`src/rtl/snap_xfer_pkg.sv`:
```
package snap_xfer_pkg;
  typedef struct packed {
    logic snapTake;   // capture all live bytes
    logic bufWr;      // host write into one buffer lane
    logic commitNow;  // schedule a parallel load next cycle
  } xferStrobes_t;
endpackage

```
`src/rtl/snap_xfer_ctrl.sv`:
```
module snap_xfer_ctrl
  import snap_xfer_pkg::*;
#(
  parameter int NUM_BYTES = 8,
  parameter int ADDR_W    = 5
) (
  input  logic              clk,
  input  logic              rstN,
  input  logic              accBegin,
  input  logic              accEnd,
  input  logic              wrEn,
  input  logic              ptrStep,
  input  logic [ADDR_W-1:0] regAddr,
  output logic              inBuf,
  output logic              dirty,
  output xferStrobes_t      strobes
);
  localparam logic [ADDR_W-1:0] LAST_ADDR = ADDR_W'(NUM_BYTES - 1);
  localparam logic [ADDR_W-1:0] END_ADDR  = ADDR_W'(NUM_BYTES);

  logic pendingNow;
  logic passLast;

  always_comb begin
    inBuf              = (regAddr < END_ADDR);
    strobes.snapTake   = accBegin;
    strobes.bufWr      = wrEn && inBuf && !accBegin;
    pendingNow         = dirty || strobes.bufWr;
    passLast           = ptrStep && (regAddr == LAST_ADDR);
    strobes.commitNow  = pendingNow && !accBegin && (accEnd || passLast);
  end

  always_ff @(posedge clk) begin
    if (!rstN)                   dirty <= 1'b0;
    else if (accBegin)           dirty <= 1'b0;
    else if (strobes.commitNow)  dirty <= 1'b0;
    else                         dirty <= pendingNow;
  end

  // strobe-protocol assumption from the port controller
  assert_strobe_excl_R5: assert property (@(posedge clk) disable iff (!rstN)
    !(accBegin && accEnd));

  // opening an access clears any stale pending write
  assert_open_clears_R8: assert property (@(posedge clk) disable iff (!rstN)
    accBegin |=> !dirty);
endmodule

```
`src/rtl/snap_xfer_dp.sv`:
```
module snap_xfer_dp
  import snap_xfer_pkg::*;
#(
  parameter int NUM_BYTES = 8,
  parameter int DATA_W    = 8,
  parameter int ADDR_W    = 5
) (
  input  logic                        clk,
  input  logic                        rstN,
  input  xferStrobes_t                strobes,
  input  logic                        inBuf,
  input  logic [ADDR_W-1:0]           regAddr,
  input  logic [DATA_W-1:0]           wrData,
  input  logic [DATA_W-1:0]           extRdData,
  input  logic [NUM_BYTES*DATA_W-1:0] cntIn,
  output logic [DATA_W-1:0]           rdData,
  output logic [NUM_BYTES*DATA_W-1:0] cntLoadData,
  output logic                        cntLoad
);
  localparam int IDX_W = (NUM_BYTES > 1) ? $clog2(NUM_BYTES) : 1;

  logic [NUM_BYTES-1:0][DATA_W-1:0] bufArr;
  logic [NUM_BYTES-1:0]             laneHit;
  logic [IDX_W-1:0]                 laneIdx;

  assign laneIdx = regAddr[IDX_W-1:0];

  for (genvar i = 0; i < NUM_BYTES; i++) begin : g_lane
    assign laneHit[i] = strobes.bufWr && (laneIdx == IDX_W'(i));
  end

  always_ff @(posedge clk) begin
    if (!rstN) begin
      bufArr <= '0;
    end else if (strobes.snapTake) begin
      bufArr <= cntIn;
    end else begin
      for (int i = 0; i < NUM_BYTES; i++)
        if (laneHit[i]) bufArr[i] <= wrData;
    end
  end

  always_ff @(posedge clk) begin
    if (!rstN) cntLoad <= 1'b0;
    else       cntLoad <= strobes.commitNow;
  end

  assign cntLoadData = bufArr;
  assign rdData      = inBuf ? bufArr[laneIdx] : extRdData;

  // capture is all-or-nothing on a single edge
  assert_snapshot_whole_R2: assert property (@(posedge clk) disable iff (!rstN)
    strobes.snapTake |=> (bufArr == $past(cntIn)));

  // writes outside the window leave every lane untouched
  assert_outside_stable_R10: assert property (@(posedge clk) disable iff (!rstN)
    (!inBuf && !strobes.snapTake) |=> $stable(bufArr));

  // at most one lane written per cycle
  assert_one_lane_R4: assert property (@(posedge clk) disable iff (!rstN)
    $onehot0(laneHit));
endmodule

```
`src/rtl/time_snap_xfer.sv`:
```
module time_snap_xfer
  import snap_xfer_pkg::*;
#(
  parameter int NUM_BYTES = 8,
  parameter int DATA_W    = 8,
  parameter int ADDR_W    = 5
) (
  input  logic                        clk,
  input  logic                        rstN,
  input  logic                        accBegin,
  input  logic                        accEnd,
  input  logic                        wrEn,
  input  logic                        ptrStep,
  input  logic [ADDR_W-1:0]           regAddr,
  input  logic [DATA_W-1:0]           wrData,
  output logic [DATA_W-1:0]           rdData,
  output logic                        extWrEn,
  input  logic [DATA_W-1:0]           extRdData,
  input  logic [NUM_BYTES*DATA_W-1:0] cntIn,
  output logic                        cntLoad,
  output logic [NUM_BYTES*DATA_W-1:0] cntLoadData,
  output logic                        divReset
);
  xferStrobes_t strobes;
  logic         inBuf;
  logic         dirty;

  snap_xfer_ctrl #(.NUM_BYTES(NUM_BYTES), .ADDR_W(ADDR_W)) u_ctrl (
    .clk(clk), .rstN(rstN), .accBegin(accBegin), .accEnd(accEnd),
    .wrEn(wrEn), .ptrStep(ptrStep), .regAddr(regAddr),
    .inBuf(inBuf), .dirty(dirty), .strobes(strobes)
  );

  snap_xfer_dp #(.NUM_BYTES(NUM_BYTES), .DATA_W(DATA_W), .ADDR_W(ADDR_W)) u_dp (
    .clk(clk), .rstN(rstN), .strobes(strobes), .inBuf(inBuf),
    .regAddr(regAddr), .wrData(wrData), .extRdData(extRdData), .cntIn(cntIn),
    .rdData(rdData), .cntLoadData(cntLoadData), .cntLoad(cntLoad)
  );

  assign extWrEn  = wrEn && !inBuf;
  assign divReset = cntLoad;

  // a load only ever follows a close strobe or a pointer step
  assert_load_cause_R6: assert property (@(posedge clk) disable iff (!rstN)
    cntLoad |-> $past(accEnd || ptrStep));

  // nothing pending and no buffer write this cycle: no load next cycle
  assert_no_spurious_load_R8: assert property (@(posedge clk) disable iff (!rstN)
    (!dirty && !(wrEn && inBuf)) |=> !cntLoad);

  // one commit per pending write burst
  assert_no_double_R7: assert property (@(posedge clk) disable iff (!rstN)
    cntLoad |-> !dirty);
endmodule

```
`config.mk`:
```
export PLATFORM = sky130hd
export DESIGN_NAME = time_snap_xfer
export DESIGN_NICKNAME = d
export VERILOG_FILES = /design/src/rtl/snap_xfer_pkg.sv /design/src/rtl/snap_xfer_ctrl.sv /design/src/rtl/snap_xfer_dp.sv /design/src/rtl/time_snap_xfer.sv
export SDC_FILE = /design/constraint.sdc
export NUM_CORES = 1
export LEC_CHECK = 0
export BUFFER_PORTS_ARGS = -buffer_cell sky130_fd_sc_hd__buf_2
export CAP_MARGIN = 20
export CORE_MARGIN = 2
export CORE_UTILIZATION = 41
export CTS_CLUSTER_DIAMETER = 40
export DETAILED_ROUTE_END_ITERATION = 10
export GPL_TIMING_DRIVEN = 0
export PLACE_DENSITY = 0.77
export SYNTH_ARGS = -nofsm -noshare
export SYNTH_HDL_FRONTEND = slang
export SYNTH_SLANG_ARGS = --single-unit
```
`constraint.sdc`:
```
create_clock -name clk -period 1.4 [get_ports clk]
set_input_delay 0.21 -clock clk [delete_from_list [all_inputs] [get_ports clk]]
set_output_delay 0.21 -clock clk [all_outputs]
set_load 0.01 [all_outputs]
```
=== After elaboration in Yosys (flattened, before gate mapping) ===
Index checks and enable logic that the tools add are counted.

* Output and inout bits: 75
* Bits in registers: 66
* Word-level logic and storage cells: 61

* Equal/unequal tests: 8
* Bitwise gates (word level): 1
* $lt $le $gt $ge: 2
* Reduce and logical (&&, ||, !) cells: 28
* Mux-type cells: 12

{| class="wikitable"
|+ Operators with widths
! kind !! count
|-
| 8-bit 2-to-1 mux || 10
|-
| 64-bit 2-to-1 mux || 1
|-
| 8-bit binary-select mux with 3-bit select || 1
|-
| 2-bit nonzero test || 8
|-
| 1-bit logical AND || 14
|-
| 3-bit == test (second input constant) || 4
|-
| 3-bit by 2-bit == test with 1-bit output (second input constant) || 2
|-
| 5-bit by 3-bit == test with 1-bit output (second input constant) || 1
|-
| 5-bit by 4-bit less-than comparator with 1-bit output (second input constant) || 1
|-
| 3-bit by 4-bit less-than comparator with 1-bit output (second input constant) || 1
|-
| 3-bit by 1-bit == test with 1-bit output (second input constant) || 1
|-
| 3-bit zero test || 1
|-
| 3-bit OR reduction || 1
|-
| 1-bit zero test || 2
|-
| 1-bit logical OR || 2
|-
| 1-bit inverter || 1
|}

=== Logic depth before layout (Yosys ltp) ===
* Word-level depth: 7
* Depth in mapped cells: 6
* Depth with buffers taken out: 3

=== By module ===
A second synthesis with hierarchy kept.

* Cells, all modules: 389
* Area, all modules: 4063.9 sq um

{| class="wikitable"
|+ By module, submodules not included
! module !! area each (sq um) !! times used !! cells an instance
|-
| snap_xfer_dp || 3965.1 || 1 || 377
|-
| snap_xfer_ctrl || 77.6 || 1 || 10
|-
| time_snap_xfer || 21.3 || 1 || 2
|}

=== Worst setup path after synthesis ===
OpenSTA, ideal clock, no wires.

* Path type: input to output
* Start: in regAddr[0]
* End: out rdData[5]
* Setup slack: -0.113 ns
* Arrival time: 1.303 ns
* Cell stages on the path: 5
* Data required time: 1.190 ns
* Buffers on the path: 2
* Cells stage by stage: buf_2 > buf_6 > mux2_2 > o22ai_1 > o41ai_1

* Word-level cells in the longest chain between the ends: 3
* Elaborated cells on any way between the ends: 4

{| class="wikitable"
|+ Ends and longest elaborated chain
! item !! RTL line !! text
|-
| from (decl) || time_snap_xfer.sv:14 || <nowiki>input logic [ADDR_W-1:0] regAddr,</nowiki>
|-
| 8-bit binary-select mux with 3-bit select || snap_xfer_dp.sv:49 || <nowiki>assign rdData = inBuf ? bufArr[laneIdx] : extRdData;</nowiki>
|-
| 8-bit 2-to-1 mux (implied by the code) || snap_xfer_dp.sv:49 ||
|-
| 8-bit 2-to-1 mux * || snap_xfer_dp.sv:49 ||
|-
| to (decl) || time_snap_xfer.sv:16 || <nowiki>output logic [DATA_W-1:0] rdData,</nowiki>
|}

Mark *: on every way between the ends. The rest lies on a longest branch, timed or not. The select of a mux whose other input is x is not followed.

=== Worst setup path in the final report ===
* Start: reg u_dp.bufArr (netlist bit u_dp.cntLoadData[61])
* End: out rdData[5]

* Word-level cells in the longest chain between the ends: 3

{| class="wikitable"
|+ Ends and longest elaborated chain
! item !! RTL line !! text
|-
| from (decl) || snap_xfer_dp.sv:22 || <nowiki>logic [NUM_BYTES-1:0][DATA_W-1:0] bufArr;</nowiki>
|-
| from (signal assigned) || snap_xfer_dp.sv:36 || <nowiki>bufArr <= cntIn;</nowiki>
|-
| from (signal, indexed assignment) || snap_xfer_dp.sv:39 || <nowiki>if (laneHit[i]) bufArr[i] <= wrData;</nowiki>
|-
| 8-bit binary-select mux with 3-bit select || snap_xfer_dp.sv:49 ||
|-
| 8-bit 2-to-1 mux (implied by the code) || snap_xfer_dp.sv:49 ||
|-
| 8-bit 2-to-1 mux || snap_xfer_dp.sv:49 ||
|}

Every way passes these cells. The select of a mux whose other input is x is not followed.

==> impl_metrics.csv <==
group,metric,value,unit
worst_setup_path,required,1.19,ns
worst_setup_path,cp_max_fo,3,
place,dpl_worst_slack,-0.387,ns
place,dpl.cell_count,743,
floorplan,dieArea,9950,µm²
timing,setup_violations,8,
floorplan,core-area,8810,µm²
route,vias_per_cell,6.35,
timing,fin_ws,-0.267,ns
cts,clock_latency,0.36,ns
timing,max_freq,600,MHz
floorplan,die_h,99.7,µm
job,drv_cap,0,
grt,grt_pass1_vias,4662,
cts,root_buffer,"clkbuf_8",
synthesis,ys.warnings.count,0,
final_layout,antenna_cells,0,
timing,holdWs,0.101,ns
worst_setup_path,r2r-end,"u_dp.cntLoadData[62]",
final_layout,multi_input_area,2330,µm²
timing,period_share,119,%
cts,cts_buffer_depth,2,
worst_setup_path,critical_path_class,"register to primary output",
floorplan,ios,166,
final_layout,nFillCells,813,
synthesis,yosys-top-cells-area,"dfxtp_1, o21ai_0, a31oi_1, a21oi_1, mux2_2",
worst_setup_path,cp_cell_sequence,"mux2_2, o22ai_2, o41ai_2, buf_2",
worst_setup_path,crit_start,"u_dp.cntLoadData[61]",
timing,period_needed,1.67,ns
pwr,leakage,2.28,nW
timing,hold_violations,0,
cts,clkSlewWorstSetupHoldPaths,0.09,ns
pwr,powerDensity,1060,nW/µm²
grt,grt_pass1_wl,25.2,mm
synthesis,synth-seq-area-share,35.2,%
cts,htree_levels,3,
outcome,outcome,"complete, but fails checks",
final_layout,finalInstanceArea,5370,µm²
place,gp_congestion,0.932,
route,drt-wirelength-per-cell,22.1,µm
final_layout,final_util,60.9,%
worst_setup_path,arrival,1.46,ns
grt,grt.overflow.total,0,
worst_setup_path,endpoint,"rdData[5]",
cts,cts.sinks,66,
synthesis,synth_area,3760,µm²
place,port_buffers,155,
route,postRouteAntennaNets,0,
hold_path,min_path_type,"input port to register",
place,dp_hpwl,12.1,mm
floorplan,fp.dieW,99.7,µm
worst_setup_path,slowest_delay,0.34,ns
worst_setup_path,worst_setup_path_start_kind,"register",
synthesis,synth_top_cell_by_area,"dfxtp_1",
cts,cts_buffers,9,
final_layout,instances_no_fill,772,
timing,tightestPinTransition,0.739,ns
grt,track_usage,33.2,%
synthesis,syn_nets,571,
outcome,violations,"design-rule violations, negative setup slack",
final_layout,ff_latch_area,1380,µm²
timing,rsz0062_at_grt,"true",
synthesis,synth_top_area_share,35.2,%
synthesis,synth.distinct_cells,33,
grt,grt_max_degree,13,
worst_setup_path,rr_startpoint,"u_dp.cntLoadData[62]",
final_layout,layout-drive-gt1-share,45.3,%
synthesis,avgSynthCellArea,7.83,µm²
worst_setup_path,endpoint_kind,"primary output",
worst_setup_path,reg2reg_depth,3,
route,vias,4906,
timing,skew,0.0000200,ns
timing,max_slew_margin,50.7,%
route,finalWirelength,17.1,mm
worst_setup_path,crit_path_top_delay_cell,"dfxtp_2",
final_layout,areaGrowthSynthToFinish,42.8,%
timing,drv_slew,0,
final_layout,fin_nets,750,
route,drc,1,
pwr,vdd_drop_max,432,µV
synthesis,synth_cells,480,
floorplan,row_count,34,
grt,antenna_found_initial,0,
worst_setup_path,rrSetupSlack,0.64,ns
synthesis,synth_seq_cells,66,
route,drtIter0Drc,546,
route,first_pass_iters,10,
cts,cts_tree,"built",
place,placed_cell_area,4740,µm²
floorplan,initial_utilization,42.7,%
## cells by family (layout without fill, tap and decap cells)
logic type | after synthesis | in the layout | synth area share [%]
buf+inv | 66 | 250 | 9.09
compound gates | 285 | 285 | 42.1
flops | 66 | 66 | 35.2
simple gates | 37 | 37 | 6.16
mux | 26 | 26 | 7.46
## worst min-delay path by stage
| stage | from | to | slack (ns) | cells after the start |
|---|---|---|---|---|
| after floorplan | accEnd | u_dp.cntLoad | 0.34 | 2 |
| after global placement | u_dp.cntLoadData[44] | u_dp.cntLoadData[44] | 0.47 | 2 |
| after detailed placement | u_dp.cntLoadData[57] | u_dp.cntLoadData[57] | 0.48 | 2 |
| after CTS | accEnd | u_dp.cntLoad | 0.11 | 3 |
| after global routing | cntIn[16] | u_dp.cntLoadData[16] | 0.13 | 3 |
| final | accEnd | u_dp.cntLoad | 0.10 | 3 |
## registers in the layout, indices dropped and copies added (netlist names)
name / count
u_dp.cntLoadData: 64
u_dp.cntLoad: 1
u_ctrl.dirty: 1
## through the flow
stage / total power, mW / setup TNS (ns)
after floorplan: 2.79 / 0
after detailed placement: 3.30 / -15.47
after global placement: 3.28 / -14.39
after global routing: 5.83 / -2.10
final: 5.68 / -1.88
after CTS: 5.56 / -1.80
## repair_timing
item	4_1_cts	5_1_grt
setup buffers	15	1
setup endpoints to repair	19	20
resized for setup	62	22
hold buffers	0	0
pin swaps	13	3
gates cloned	0	0
## final cells by class
cell class / count / area share [%]
multi-input cells: 348 / 43.3
flip-flops and latches: 66 / 25.6
repair buffers: 171 / 16.7
plain buffers: 62 / 6.81
clock inverters: 7 / 2.63
well taps: 108 / 2.52
clock buffers: 9 / 2.31
inverters: 1 / 0.0699
## synthesized netlist by cell type, drive strengths merged
cell type  count
o211ai         1
or4b           1
o41ai          3
nand2b         4
a211oi         3
nor3b          1
nand2         10
a2111oi        3
nand4bb        1
clkbuf        40
a41oi          1
a21oi         64
nor4bb         1
o22ai          8
o31ai          5
mux2i         10
nor4b          1
nor2           4
inv            1
a31oi         64
a22o           5
dfxtp         66
o21ai        128
or2            2
mux2          16
buf           25
and2           2
nor2b         10
## worst max-delay path, delay by kind of cell, from the launching register on
family                 cells  cell delay, ns
AO/OA/AOI/OAI              2            0.33
buffers and inverters      1            0.15
flip-flops                 1            0.34
multiplexers               1            0.27
## metal layers
layer  share of wire [%]  vias to the layer above  track usage, %
met4                 5.0                        0            16.9
met1                  39                     2274            45.3
li1                    -                     2174               -
met3                  12                       70            8.57
met5                   0                        -               0
met2                  44                      388            48.5
## cells in the final DEF, fill, tap and decap left out, types with 4 or more instances in the layout
| cell | n |
|---|---|
| a21oi_1 | 64 |
| buf_6 | 8 |
| buf_4 | 24 |
| o31ai_2 | 4 |
| bufinv_16 | 4 |
| buf_2 | 160 |
| dfxtp_2 | 43 |
| dfxtp_1 | 23 |
| clkbuf_1 | 35 |
| o21ai_0 | 103 |
| nor2_1 | 4 |
| o22ai_1 | 4 |
| clkbuf_8 | 9 |
| nand2_1 | 9 |
| o21ai_1 | 25 |
| a31oi_1 | 64 |
| mux2i_1 | 8 |
| mux2_2 | 13 |
| a22o_1 | 5 |
| nor2b_1 | 5 |
## where the power goes
part	switching [mW]	total [mW]	internal, mW
clock network	0.856	2.22	1.36
registers	0.103	2.13	2.03
logic	0.781	1.33	0.552
total	1.74	5.68	3.94
Note: power is estimated with default switching activity, not from simulation.
